<file path="src/rtl/fpsu_pkg.sv">
package fpsu_pkg;
  localparam int EXC_W    = 5;
  localparam int ST_W     = 38;
  localparam int CEXC_LSB = 0;
  localparam int AEXC_LSB = CEXC_LSB + 5;
  localparam int TEM_LSB  = CEXC_LSB + 23;
  localparam int FTT_LSB  = 14;
  localparam int FTT_W    = 3;
  localparam int CC_BASE  = 10;
  localparam int NUM_CC   = 4;
  localparam int CC_W     = 2;
  localparam int SEL_W    = $clog2(NUM_CC);
  localparam int INV_BIT  = 4;
  localparam logic [FTT_W-1:0] FTT_IEEE = 3'd1;

  typedef enum logic [1:0] {
    REL_EQ = 2'b00,
    REL_LT = 2'b01,
    REL_GT = 2'b10,
    REL_UN = 2'b11
  } rel_e;

  // Condition field k sits at CC_BASE, then CC_BASE+22, +24, +26.
  function automatic int cc_lsb(input int k);
    return (k == 0) ? CC_BASE : CC_BASE + 20 + 2 * k;
  endfunction
endpackage

</file>
<file path="src/rtl/fpsu_classify.sv">
module fpsu_classify
  import fpsu_pkg::*;
#(
  parameter int EXP_W  = 8,
  parameter int FRAC_W = 23
) (
  input  logic [EXP_W+FRAC_W:0] a,
  input  logic [EXP_W+FRAC_W:0] b,
  output rel_e                  rel
);
  localparam int W = EXP_W + FRAC_W + 1;

  logic             sa, sb, nan_a, nan_b, a_below;
  logic [W-2:0]     mag_a, mag_b;

  assign sa    = a[W-1];
  assign sb    = b[W-1];
  assign mag_a = a[W-2:0];
  assign mag_b = b[W-2:0];
  assign nan_a = (&a[W-2:FRAC_W]) && (|a[FRAC_W-1:0]);
  assign nan_b = (&b[W-2:FRAC_W]) && (|b[FRAC_W-1:0]);
  assign a_below = mag_a < mag_b;

  always_comb begin
    if (nan_a || nan_b)
      rel = REL_UN;
    else if ((mag_a == '0) && (mag_b == '0))
      rel = REL_EQ;
    else if (sa != sb)
      rel = sa ? REL_LT : REL_GT;
    else if (mag_a == mag_b)
      rel = REL_EQ;
    else
      rel = (a_below ^ sa) ? REL_LT : REL_GT;
  end
endmodule

</file>
<file path="src/rtl/fpsu_exc_eval.sv">
module fpsu_exc_eval
  import fpsu_pkg::*;
(
  input  logic [EXC_W-1:0] cur,
  input  logic [EXC_W-1:0] en,
  input  logic [EXC_W-1:0] acc,
  output logic             trap,
  output logic [EXC_W-1:0] acc_next
);
  assign trap     = |(cur & en);
  assign acc_next = trap ? acc : (acc | cur);
endmodule

</file>
<file path="src/rtl/fpsu_top.sv">
module fpsu_top
  import fpsu_pkg::*;
#(
  parameter int EXP_W  = 8,
  parameter int FRAC_W = 23
) (
  input  logic                   clk,
  input  logic                   rst,
  input  logic                   ld_en,
  input  logic [ST_W-1:0]        ld_data,
  input  logic                   cmp_vld,
  input  logic                   cmp_signal,
  input  logic [SEL_W-1:0]       cmp_sel,
  input  logic [EXP_W+FRAC_W:0]  op_a,
  input  logic [EXP_W+FRAC_W:0]  op_b,
  input  logic                   exc_vld,
  input  logic [EXC_W-1:0]       exc_flags,
  output logic [ST_W-1:0]        status,
  output logic                   trap_req
);
  logic [ST_W-1:0]  st_q, st_d;
  logic             trap_q, trap_d;
  rel_e             rel;
  logic             exc_trap;
  logic [EXC_W-1:0] acc_next;
  logic [CC_W-1:0]  cc_next [NUM_CC];
  logic [EXC_W-1:0] tem_cur, aexc_cur;

  assign tem_cur  = st_q[TEM_LSB +: EXC_W];
  assign aexc_cur = st_q[AEXC_LSB +: EXC_W];

  fpsu_classify #(.EXP_W(EXP_W), .FRAC_W(FRAC_W)) u_cls (
    .a   (op_a),
    .b   (op_b),
    .rel (rel)
  );

  fpsu_exc_eval u_exc (
    .cur      (exc_flags),
    .en       (tem_cur),
    .acc      (aexc_cur),
    .trap     (exc_trap),
    .acc_next (acc_next)
  );

  // Each condition field either takes the new code or keeps its value.
  for (genvar g = 0; g < NUM_CC; g++) begin : g_cc
    assign cc_next[g] = (cmp_sel == SEL_W'(g)) ? CC_W'(rel)
                                                 : st_q[cc_lsb(g) +: CC_W];
  end

  always_comb begin
    st_d   = st_q;
    trap_d = 1'b0;
    if (ld_en) begin
      st_d = ld_data;
    end else if (cmp_vld) begin
      for (int k = 0; k < NUM_CC; k++)
        st_d[cc_lsb(k) +: CC_W] = cc_next[k];
      if (rel == REL_UN) begin
        if (cmp_signal || tem_cur[INV_BIT]) begin
          st_d[CEXC_LSB + INV_BIT]  = 1'b1;
          st_d[FTT_LSB +: FTT_W]    = FTT_IEEE;
          trap_d                    = 1'b1;
        end else begin
          st_d[AEXC_LSB + INV_BIT]  = 1'b1;
        end
      end
    end else if (exc_vld && (exc_flags != '0)) begin
      st_d[CEXC_LSB +: EXC_W] = exc_flags;
      st_d[AEXC_LSB +: EXC_W] = acc_next;
      if (exc_trap) begin
        st_d[FTT_LSB +: FTT_W] = FTT_IEEE;
        trap_d                 = 1'b1;
      end
    end
  end

  always_ff @(posedge clk) begin
    if (rst) begin
      st_q   <= '0;
      trap_q <= 1'b0;
    end else begin
      st_q   <= st_d;
      trap_q <= trap_d;
    end
  end

  assign status   = st_q;
  assign trap_req = trap_q;
endmodule

</file>
<file path="config.mk">
export PLATFORM = sky130hd
export DESIGN_NAME = fpsu_top
export DESIGN_NICKNAME = d
export VERILOG_FILES = /design/src/rtl/fpsu_pkg.sv /design/src/rtl/fpsu_classify.sv /design/src/rtl/fpsu_exc_eval.sv /design/src/rtl/fpsu_top.sv
export SDC_FILE = /design/constraint.sdc
export NUM_CORES = 1
export LEC_CHECK = 0
export ABC_AREA = 1
export BUFFER_PORTS_ARGS = -buffer_cell sky130_fd_sc_hd__buf_2
export CORE_ASPECT_RATIO = 0.7
export CORE_MARGIN = 2
export CORE_UTILIZATION = 34
export CTS_BUF_LIST = sky130_fd_sc_hd__clkbuf_4 sky130_fd_sc_hd__clkbuf_8
export CTS_CLUSTER_SIZE = 16
export DETAILED_ROUTE_END_ITERATION = 12
export HOLD_SLACK_MARGIN = 0.03
export SLEW_MARGIN = 10
export SYNTH_ARGS = -nofsm -noshare
export SYNTH_HDL_FRONTEND = slang
export SYNTH_SLANG_ARGS = --single-unit
</file>
<file path="constraint.sdc">
create_clock -name clk -period 2.1 [get_ports clk]
set_input_delay 0.315 -clock clk [delete_from_list [all_inputs] [get_ports clk]]
set_output_delay 0.315 -clock clk [all_outputs]
set_load 0.02 [all_outputs]
</file>
== After elaboration in Yosys (flattened, before gate mapping) ==
Cells that the tools add are included.
W data, S select, Z words.

* Flip-flop bits (word level): 39
* Input port bits: 115
* Output and inout bits: 39
* Word-level logic and storage cells: 95

* $lt $le $gt $ge: 1
* Equality and inequality tests: 12
* Mux-type cells: 35
* Bitwise operators: 3
* Reductions and logical operators: 33

{| class="wikitable"
|+ Operators by type and width
! operator !! number
|-
| $logic_not A31 Y1 || 2
|-
| $reduce_or A23 Y1 || 2
|-
| $eq A31 B31 Y1 || 1
|-
| $lt A31 B31 Y1 || 1
|-
| $mux W2 || 11
|-
| $mux W3 || 6
|-
| $reduce_and A8 Y1 || 2
|-
| $mux W12 || 1
|-
| $mux W6 || 2
|-
| $reduce_bool A2 Y1 || 6
|-
| $mux W1 || 11
|-
| $mux W10 || 1
|-
| $reduce_and A2 Y1 || 5
|-
| $mux W4 || 2
|-
| $reduce_and A4 Y1 || 2
|-
| $eq A2 B2 Y1 const B || 3
|-
| $ne A3 B2 Y1 const B || 2
|-
| $ne A3 B3 Y1 const B || 2
|-
| $reduce_and A3 Y1 || 2
|-
| $reduce_bool A3 Y1 || 2
|-
| $and A5 B5 Y5 || 1
|-
| $mux W5 || 1
|-
| $or A5 B5 Y5 || 1
|-
| $reduce_bool A5 Y1 || 1
|-
| 9 further kinds || 14
|}

== Longest topological paths before layout ==
Gate-level depths: netlist of run 1.

* Depth after elaboration: 11
* Depth in mapped cells: 18
* Gate-level depth less buffers: 18

== Cells and area by module ==
A second synthesis of run 1 with hierarchy kept.

* Cells, all modules: 481
* Area total of the unflattened synthesis: 3075.4 µm²

{| class="wikitable"
|+ Modules (own cells, without submodules)
! module !! instances !! cells each !! area each (µm²) !! sequential area each (µm²)
|-
| fpsu_top || 1 || 244 || 1726.7 || 780.7
|-
| fpsu_classify || 1 || 211 || 1234.9 || 0.0
|-
| fpsu_exc_eval || 1 || 26 || 113.9 || 0.0
|}

== Worst setup path before layout of run 1 ==
No wires, ideal clock.

* Kind: in2reg
* Start point: in op_b[30]
* End point: reg st_q[10], in the netlist status[10]
* Setup time: 0.071 ns
* Arrival time: 1.661 ns
* Data required time: 2.029 ns
* Path slack: 0.368 ns
* Stages on the path: 17
* Path buffers: 0
* Cells stage by stage: inv_1 ha_1 nand2_1 inv_1 nand2_1 inv_1 nand2_1 nand3_1 nor2_1 nand2_1 nand2_1 nand3_1 nand2_1 nand2_1 nand2_1 nand3_1 a21oi_1

* Cells in the longest elaborated chain, start to end: 10
* Elaborated cells between the ends (all ways): 16
* Classes of those cells: order compare: 1; eq/ne: 1; mux: 8; bitwise: 1; reduce/logical: 5

{| class="wikitable"
|+ RTL lines
! element !! line !! source
|-
| from (decl) || fpsu_top.sv:15 || <nowiki>input logic [EXP_W+FRAC_W:0] op_b,</nowiki>
|-
| $lt A31 B31 Y1 || fpsu_classify.sv:22 || <nowiki>assign a_below = mag_a < mag_b;</nowiki>
|-
| $xor A1 B1 Y1 || fpsu_classify.sv:34 || <nowiki>rel = (a_below ^ sa) ? REL_LT : REL_GT;</nowiki>
|-
| $mux W2 || fpsu_classify.sv:34 ||
|-
| $mux W2 || fpsu_classify.sv:31 || <nowiki>else if (mag_a == mag_b)</nowiki>
|-
| $mux W2 || fpsu_classify.sv:29 || <nowiki>else if (sa != sb)</nowiki>
|-
| $mux W2 || fpsu_classify.sv:27 || <nowiki>else if ((mag_a == '0) && (mag_b == '0))</nowiki>
|-
| $mux W2 * || fpsu_classify.sv:25 || <nowiki>if (nan_a || nan_b)</nowiki>
|-
| $mux W2 * || fpsu_top.sv:48 || <nowiki>assign cc_next[g] = (cmp_sel == SEL_W'(g)) ? CC_W'(rel)</nowiki>
|-
| $mux W2 * || fpsu_top.sv:57 || <nowiki>end else if (cmp_vld) begin</nowiki>
|-
| $mux W12 * || fpsu_top.sv:55 || <nowiki>if (ld_en) begin</nowiki>
|-
| to (signal assigned) || fpsu_top.sv:84 || <nowiki>st_q <= st_d;</nowiki>
|-
| to (decl) || fpsu_top.sv:21 || <nowiki>logic [ST_W-1:0] st_q, st_d;</nowiki>
|}

Mark *: on every way between the ends. The rest lies on a longest branch, timed or not. The select of a mux whose other input is x is not followed.
A chain may end at the register's enable or synchronous reset.

== Final worst setup path of run 1 ==
* Start point: in op_a[30]
* End point: reg st_q[33], in the netlist status[33]

* Cells in the longest elaborated chain, start to end: 10
* Elaborated cells between the ends (all ways): 16
* Classes of those cells: order compare: 1; eq/ne: 1; mux: 8; bitwise: 1; reduce/logical: 5

{| class="wikitable"
|+ RTL lines
! element !! line !! source
|-
| from (decl) || fpsu_top.sv:14 || <nowiki>input logic [EXP_W+FRAC_W:0] op_a,</nowiki>
|-
| $lt A31 B31 Y1 || fpsu_classify.sv:22 ||
|-
| $xor A1 B1 Y1 || fpsu_classify.sv:34 ||
|-
| $mux W2 || fpsu_classify.sv:34 ||
|-
| $mux W2 || fpsu_classify.sv:31 ||
|-
| $mux W2 || fpsu_classify.sv:29 ||
|-
| $mux W2 || fpsu_classify.sv:27 ||
|-
| $mux W2 * || fpsu_classify.sv:25 ||
|-
| $mux W2 * || fpsu_top.sv:48 ||
|-
| $mux W6 * || fpsu_top.sv:57 ||
|-
| $mux W6 * || fpsu_top.sv:55 ||
|}

Marks and branches as above.

==> results of run 1 <==
## layer usage
| layer | wire length [µm] | up-vias | GRT usage, % |
|---|---|---|---|
| li1 | - | 1799 | - |
| met1 | 4724 | 1434 | 28.82 |
| met2 | 3680 | 110 | 27.38 |
| met3 | 565 | 9 | 3.881 |
| met4 | 87 | 0 | 3.659 |
| met5 | 0 | - | 0 |
## cells in the final DEF, fill, tap and decap left out, types with 2 or more instances in the layout
master                      instances
sky130_fd_sc_hd__a21oi_1           31
sky130_fd_sc_hd__buf_2            153
sky130_fd_sc_hd__buf_4              6
sky130_fd_sc_hd__bufinv_16          2
sky130_fd_sc_hd__clkbuf_8           5
sky130_fd_sc_hd__dfxtp_1           39
sky130_fd_sc_hd__ha_1              31
sky130_fd_sc_hd__inv_1             83
sky130_fd_sc_hd__nand2_1           78
sky130_fd_sc_hd__nand2_2            2
sky130_fd_sc_hd__nand3_1           22
sky130_fd_sc_hd__nand4_1           10
sky130_fd_sc_hd__nor2_1            72
sky130_fd_sc_hd__nor3_1             9
sky130_fd_sc_hd__nor4_1             9
sky130_fd_sc_hd__o211a_1            2
sky130_fd_sc_hd__o21ai_0           34
sky130_fd_sc_hd__o21ai_1            3
sky130_fd_sc_hd__o21ai_2            2
sky130_fd_sc_hd__o221a_2            3
sky130_fd_sc_hd__o31ai_1            3
sky130_fd_sc_hd__or2_2              2
## worst min path at each step
| stage | end | slack [ns] | cells after the start |
|---|---|---|---|
| after floorplan | status[16] | 0.38 | 1 |
| after global placement | status[8] | 0.44 | 2 |
| after detailed placement | status[8] | 0.44 | 2 |
| after CTS | trap_req | 0.22 | 2 |
| after global routing | trap_req | 0.24 | 2 |
| final | trap_req | 0.23 | 2 |
## layout make-up
| type | instances | area (µm²) |
|---|---|---|
| tap | 105 | 131.4 |
| inverter | 83 | 311.5 |
| fill | 886 | 4439 |
| sequential | 39 | 780.7 |
| clock inverter | 2 | 60.06 |
| clock buffer | 6 | 76.32 |
| multi-input combinational | 324 | 1763 |
| timing repair buffer | 159 | 810.8 |
## registers in the layout, indices dropped and copies added, names as in the netlist
name and count:
trap_req 1, status 38
## report_power, final
group | internal [mW] | switching [mW] | total [mW]
logic | 0.259 | 0.378 | 0.638
registers | 0.796 | 0.0318 | 0.828
clock network | 0.488 | 0.289 | 0.777
## kinds of logic after synthesis
group           synth area share, %
flops                         26.94
simple gates                  30.92
buf+inv                       12.22
fa+ha+maj                     13.39
compound gates                16.54
## metrics by stage
stage,instances,area [µm²],setup TNS [ns]
after floorplan,457,2898,0
after global placement,710,3797,0
after detailed placement,710,3797,-0.07608
after CTS,718,3934,0
after global routing,718,3934,0
final,718,3934,0
==> tab_implementation.tex, run 1 <==
\begin{tabular}{lr}
\hline
Metric & Value \\
\hline
\multicolumn{2}{l}{\textbf{Global route}} \\
\quad GRT Total Usage & a little under a fifth \\
\quad Antenna violations before repair & 0 \\
\quad Via count of the first global-routing pass & about 3100 \\
\quad Total congestion overflow after global routing & 0 \\
\quad First-pass GRT wire length & 14080 µm \\
\quad Pin count of the biggest net entering global routing & 30 \\
\multicolumn{2}{l}{\textbf{Critical path}} \\
\quad Setup slack on the worst flop-to-flop path & roughly 0.68 ns \\
\quad Critical path peak fanout & 4 \\
\quad Critical Setup Path Class & in -> reg \\
\quad Required arrival time at the worst endpoint & roughly 2.3 ns \\
\quad Largest delay contributor family on the critical path & simple AND/OR/NAND/NOR gates \\
\quad Worst setup SP type & input pin \\
\quad Ordered cell list for the critical path & buf\_2, ha\_1, a21o\_1, nor2\_1, nand3\_1, nor2\_1, nand2\_1, nand2\_1, nand3\_1, nand2\_1, nand2\_1, nand2\_1, nand3\_1, a21oi\_1 \\
\quad CP endpoint & status[33] \\
\quad Capturing element type of the critical path & register \\
\quad Critical path launch point & op\_a[30] \\
\quad Number of cells traversed by the worst register-to-register path & 7 \\
\quad Cell type of the slowest stage on the worst timing path & sky130\_fd\_sc\_hd\_\_ha\_1 \\
\quad Reg2reg start & status[24] \\
\quad Most repeated library cell on the critical path & sky130\_fd\_sc\_hd\_\_nand2\_1 \\
\quad Endpoint arrival time on the critical path & about 2.1 ns \\
\quad Slowest Stage Delay on Critical Path & roughly 0.3 ns \\
\quad Bufs and invs on worst path & 1 \\
\quad Crit path depth & 14 \\
\quad Capture instance of the worst register-to-register path & status[6] \\
\multicolumn{2}{l}{\textbf{STA}} \\
\quad Worst rel slew slack & between 50\% and 60\% \\
\quad Unrepaired setup endpoints after global routing & false \\
\quad Number of failing setup endpoints in the final timing report & 0 \\
\quad Max-slew violation count & 0 \\
\quad Worst slew pin tran & between 0.6 and 0.7 ns \\
\quad Setup skew after layout & between 0.005 and 0.006 ns \\
\quad Final period util & between 80 and 90\% \\
\quad Least setup slack across all paths after layout & between 0.2 and 0.25 ns \\
\quad Hold violation count in the final report & 0 \\
\quad Min Clock Period, post-route & approximately 1.9 ns \\
\quad Smallest hold slack & 0.2308 ns \\
\quad Maximum clock frequency & roughly 0.54 GHz \\
\multicolumn{2}{l}{\textbf{Synth}} \\
\quad Area share of the leading cell type in the synthesized netlist & 26.94\% \\
\quad Number of warning messages in the yosys log & 0 \\
\quad Net count after synthesis & between 600 and 700 \\
\quad Synth async-reset ratio & 0\% \\
\quad Synthesized area divided by synthesized cell count & between 6 and 7 µm² \\
\quad Most area-hungry cell type in the Yosys netlist & sky130\_fd\_sc\_hd\_\_dfxtp\_1 \\
\quad Post-Synthesis Cell Area & around 2900 µm² \\
\quad Unique cell type count in the Yosys netlist & 32 \\
\quad Leading cell types by count after synthesis & sky130\_fd\_sc\_hd\_\_inv\_1 (83), sky130\_fd\_sc\_hd\_\_nand2\_1 (78), sky130\_fd\_sc\_hd\_\_nor2\_1 (72) \\
\quad Top-count cell post-synth & sky130\_fd\_sc\_hd\_\_inv\_1 \\
\quad Part of the Yosys area used for sequential elements & between 20\% and 30\% \\
\quad Flip-flop and latch count after synthesis & 39 \\
\quad Post-synth EDFFs & 0 \\
\quad Area contributors post-synth & sky130\_fd\_sc\_hd\_\_dfxtp\_1 (27\%), sky130\_fd\_sc\_hd\_\_ha\_1 (13\%), sky130\_fd\_sc\_hd\_\_inv\_1 (11\%) \\
\quad Gate count of the mapped netlist & about 460 \\
\quad Most used flip-flop cell after synthesis & sky130\_fd\_sc\_hd\_\_dfxtp\_1 \\
\multicolumn{2}{l}{\textbf{Route}} \\
\quad Number of iterations in the first detailed-routing pass & 5 \\
\quad Routed wire length per instance & around 13 µm \\
\quad Wirelength, routed & 9057 µm \\
\quad DR DRC count & 0 \\
\quad First DRT Iteration DRCs & slightly below 200 \\
\quad Via density per instance & between 4 and 5 \\
\quad Via Count & $\sim$3400 \\
\quad Antenna Nets Post-Route & 0 \\
\multicolumn{2}{l}{\textbf{Clock network}} \\
\quad Clock edge transition at the registers on the reported setup and hold paths & roughly 0.080 ns \\
\quad Clk Tree Root Cell & sky130\_fd\_sc\_hd\_\_clkbuf\_8 \\
\quad Number of buffers created by CTS & 5 \\
\quad CTS tree & built \\
\quad Number of hold buffers added after CTS & 0 \\
\quad Deepest level of the CTS H-tree & 2 \\
\quad Post-CTS Setup Inserts & 0 \\
\quad Clock Tree Buf Depth & 2 \\
\quad Worst-skew pair later-pin latency & about 0.3 ns \\
\quad Clock sink count & 39 \\
\quad Resized Gates After CTS & 0 \\
\multicolumn{2}{l}{\textbf{Die}} \\
\quad Die Area & about 9300 µm² \\
\quad Cell row count & 28 \\
\quad Placeable core area & roughly 8400 µm² \\
\quad Top Ports & 154 \\
\quad Initial cell density of the core & between 30\% and 40\% \\
\quad Floorplan die height & approximately 81 µm \\
\quad Chip width & between 100 and 150 µm \\
\multicolumn{2}{l}{\textbf{Run status}} \\
\quad Status & finished, final reports clean \\
\multicolumn{2}{l}{\textbf{Placement}} \\
\quad Final GP Congestion & around 0.89 \\
\quad IO buf count & roughly 150 \\
\quad Placed wire-length estimate & roughly 7600 µm \\
\quad Post-Place Setup Slack & -0.02698 ns \\
\multicolumn{2}{l}{\textbf{Worst hold path}} \\
\quad Origin of the worst min-delay path & cmp\_vld \\
\quad Class of the tightest hold or removal check & in -> reg \\
\multicolumn{2}{l}{\textbf{Finish}} \\
\quad Layout cell share with drive strength beyond 1 & between 20 and 30\% \\
\quad Diodes inserted & 0 \\
\quad Fin nets & 758 \\
\quad P\&R area growth vs syn & 35.75\% \\
\quad Final Core Density & 46.98\% \\
\multicolumn{2}{l}{\textbf{Pwr}} \\
\quad Power density over the cells & 570.1 nW/µm² \\
\quad Static Leakage & $\sim$2.2 nW \\
\quad Total power after layout & roughly 2.2 mW \\
\quad Maximum vdd ir drop & 0.0003798 V \\
\multicolumn{2}{l}{\textbf{Flow run}} \\
\quad Max-Cap Viols & 0 \\
\hline
\end{tabular}
(Power assumes the default switching activity.)
==> run 2, diff against run 1 <==
--- a/config.mk
+++ b/config.mk
@@ -14,5 +14,4 @@
 export CTS_CLUSTER_SIZE = 16
 export DETAILED_ROUTE_END_ITERATION = 12
-export HOLD_SLACK_MARGIN = 0.03
 export SLEW_MARGIN = 10
 export SYNTH_ARGS = -nofsm -noshare
==> constraint.sdc (replaced) <==
create_clock -name clk -period 2.1 [get_ports clk]
set_input_delay 0.63 -clock clk [delete_from_list [all_inputs] [get_ports clk]]
set_output_delay 0.63 -clock clk [all_outputs]
set_load 0.02 [all_outputs]
==> run 2 against run 1 <==
Maximum frequency down 6.2%. Non-clock buffer count rose by 41. Core utilization up 9.1 points. Combinational power grew 31%. Total power increased by 3.0%. Clock-buffer cell count is 1 lower. Global-route usage is 0.96 points higher. Clock skew grew 0.012 ns. Worst hold slack better by 0.22 ns. Register-to-register slack better by 0.06 ns. Critical endpoint is now status[32]. Sequential power about the same.
==> tab_implementation.tex, run 2 (same netlist as run 1, synthesis figures left out) <==
\begin{tabular}{lr}
\hline
Metric & Value \\
\hline
\multicolumn{2}{l}{\textbf{Run status}} \\
\quad Status & finished, final reports clean \\
\multicolumn{2}{l}{\textbf{Critical path}} \\
\quad Capturing element type of the critical path & register \\
\quad Number of cells traversed by the worst register-to-register path & 7 \\
\quad Slowest Stage Delay on Critical Path & between 0.2 and 0.25 ns \\
\quad CP endpoint & status[32] \\
\quad Reg2reg start & status[24] \\
\quad Worst setup SP type & input pin \\
\quad Setup slack on the worst flop-to-flop path & roughly 0.74 ns \\
\quad Critical Setup Path Class & in -> reg \\
\quad Ordered cell list for the critical path & buf\_2, inv\_2, ha\_4, nand2\_4, inv\_2, nand2\_2, nor2\_2, nand2\_1, nand3\_2, nor2\_4, nand2\_2, nand2\_1, nand3\_1, nand2\_1, nand2\_2, nand2\_4, nand3\_2, a21oi\_2 \\
\quad Endpoint arrival time on the critical path & between 2 and 2.5 ns \\
\quad Critical path launch point & op\_b[30] \\
\quad Required arrival time at the worst endpoint & approximately 2.3 ns \\
\quad Critical path peak fanout & 4 \\
\quad Cell type of the slowest stage on the worst timing path & sky130\_fd\_sc\_hd\_\_ha\_4 \\
\quad Capture instance of the worst register-to-register path & status[6] \\
\multicolumn{2}{l}{\textbf{Worst hold path}} \\
\quad Class of the tightest hold or removal check & reg -> reg \\
\quad Origin of the worst min-delay path & status[8] \\
\multicolumn{2}{l}{\textbf{Finish}} \\
\quad Final design area excluding fillers & between 4000 and 5000 µm² \\
\quad Layout cell share with drive strength beyond 1 & around 48\% \\
\quad Most frequent standard cell in the layout excluding fill and tap cells & sky130\_fd\_sc\_hd\_\_buf\_2 \\
\quad P\&R area growth vs syn & 62.09\% \\
\quad Fin nets & around 800 \\
\quad Number of standard cells in the final layout excluding fillers & between 700 and 800 \\
\quad Final Core Density & 56.10\% \\
\quad Number of filler instances in the final layout & 807 \\
\quad Largest register FFs & 38 \\
\quad Diodes inserted & 0 \\
\quad Leading cell types in the layout, fill and taps excluded & sky130\_fd\_sc\_hd\_\_buf\_2 (150), sky130\_fd\_sc\_hd\_\_nand2\_1 (63), sky130\_fd\_sc\_hd\_\_nor2\_1 (63) \\
\multicolumn{2}{l}{\textbf{Global route}} \\
\quad Total congestion overflow after global routing & 0 \\
\quad Pin count of the biggest net entering global routing & 25 \\
\quad Via count of the first global-routing pass & about 3200 \\
\quad First-pass GRT wire length & between 10000 and 15000 µm \\
\quad GRT Total Usage & $\sim$20\% \\
\quad Antenna violations before repair & 0 \\
\multicolumn{2}{l}{\textbf{Route}} \\
\quad Antenna Nets Post-Route & 0 \\
\quad Via Count & 3611 \\
\quad First DRT Iteration DRCs & 112 \\
\quad Routed wire length per instance & 13.06 µm \\
\quad Via density per instance & around 4.8 \\
\quad DR DRC count & 0 \\
\quad Wirelength, routed & just under 10000 µm \\
\quad Number of iterations in the first detailed-routing pass & 4 \\
\multicolumn{2}{l}{\textbf{Die}} \\
\quad Chip width & roughly 110 µm \\
\quad Cell row count & 28 \\
\quad Floorplan die height & about 81 µm \\
\quad Placeable core area & $\sim$8400 µm² \\
\quad Initial cell density of the core & 34.61\% \\
\quad Die Area & roughly 9300 µm² \\
\quad Top Ports & 154 \\
\multicolumn{2}{l}{\textbf{Clock network}} \\
\quad Number of hold buffers added after CTS & 0 \\
\quad Clock edge transition at the registers on the reported setup and hold paths & roughly 0.090 ns \\
\quad Clk Tree Root Cell & sky130\_fd\_sc\_hd\_\_clkbuf\_8 \\
\quad Deepest level of the CTS H-tree & 2 \\
\quad Clock sink count & 39 \\
\quad CTS tree & built \\
\quad Clock Tree Buf Depth & 2 \\
\quad Number of buffers created by CTS & 5 \\
\quad Worst-skew pair later-pin latency & approximately 0.3 ns \\
\multicolumn{2}{l}{\textbf{Placement}} \\
\quad Post-DP Area & approximately 4000 µm² \\
\quad IO buf count & 153 \\
\quad Post-Place Setup Slack & -0.2847 ns \\
\quad Placed wire-length estimate & 7864 µm \\
\quad Placed Cells incl. Taps & about 750 \\
\quad Final GP Congestion & approximately 0.9 \\
\multicolumn{2}{l}{\textbf{STA}} \\
\quad Setup skew after layout & 0.01743 ns \\
\quad Worst slew pin tran & around 0.62 ns \\
\quad Unrepaired setup endpoints after global routing & true \\
\quad Final period util & between 90\% and 100\% \\
\quad Max-slew violation count & 0 \\
\quad Maximum clock frequency & approximately 0.5 GHz \\
\quad Number of failing setup endpoints in the final timing report & 0 \\
\quad Worst rel slew slack & roughly three fifths \\
\quad Least setup slack across all paths after layout & $\sim$0.12 ns \\
\quad Min Clock Period, post-route & just under 2 ns \\
\quad Hold violation count in the final report & 0 \\
\multicolumn{2}{l}{\textbf{Pwr}} \\
\quad Maximum vdd ir drop & roughly 0.00036 V \\
\quad Static Leakage & 2.413 nW \\
\quad Power density over the cells & between 400 and 500 nW/µm² \\
\quad Total power after layout & $\sim$2.3 mW \\
\multicolumn{2}{l}{\textbf{Flow run}} \\
\quad Max-Cap Viols & 0 \\
\hline
\end{tabular}
-- run 2: report_power, final --
group | leakage (nW) | total, mW | internal [mW] | switching (mW)
Combinational | 2.03 | 0.834 | 0.377 | 0.456
Sequential | 0.324 | 0.828 | 0.796 | 0.0319
Clock | 0.0548 | 0.649 | 0.358 | 0.291
Total | 2.41 | 2.31 | 1.53 | 0.780
-- run 2: repair_timing --
item                                    4_1_cts  5_1_grt
buffers inserted                              0        3
gates resized for setup                       0      102
endpoints found under the setup margin        0       13
-- run 2: worst max-delay path, delay by kind of cell --
kind / cells / cell delay [ns]
buffers and inverters: 3 / 0.22
AO/OA/AOI/OAI: 1 / 0.15
adder cells (fa/ha/maj): 1 / 0.21
AND/OR/NAND/NOR: 13 / 1.01
-- run 2: worst min-delay path by stage --
stage	end	slack [ns]	cells after the start
after floorplan	status[14]	0.52	2
after global placement	status[8]	0.44	2
after detailed placement	status[14]	0.44	2
after CTS	status[8]	0.46	2
after global routing	status[8]	0.48	2
final	status[8]	0.45	2
-- run 2: final cells by class --
cell class	count	area, µm²	share of cell area (%)
well taps	105	131.4	2.797
flip-flops and latches	39	780.7	16.62
repair buffers	200	1150	24.48
inverters	83	314.1	6.686
multi-input cells	324	2206	46.96
clock buffers	5	68.82	1.465
clock inverters	3	46.29	0.9856
-- run 2: layer usage --
metal	global-route usage, %	vias to the layer above	wire, µm
met2	28.39	105	4271
met4	4.878	0	126
met5	0	-	0
li1	-	1886	-
met3	3.881	11	554
met1	30.33	1609	4961
-- run 2: stage by stage --
step / hold WS (ns) / TNS [ns]
after global routing: 0.4810 / -0.06983
after CTS: 0.4585 / 0
final: 0.4527 / 0
after global placement: 0.4378 / -2.662
after detailed placement: 0.4446 / -2.846
after floorplan: 0.5241 / 0
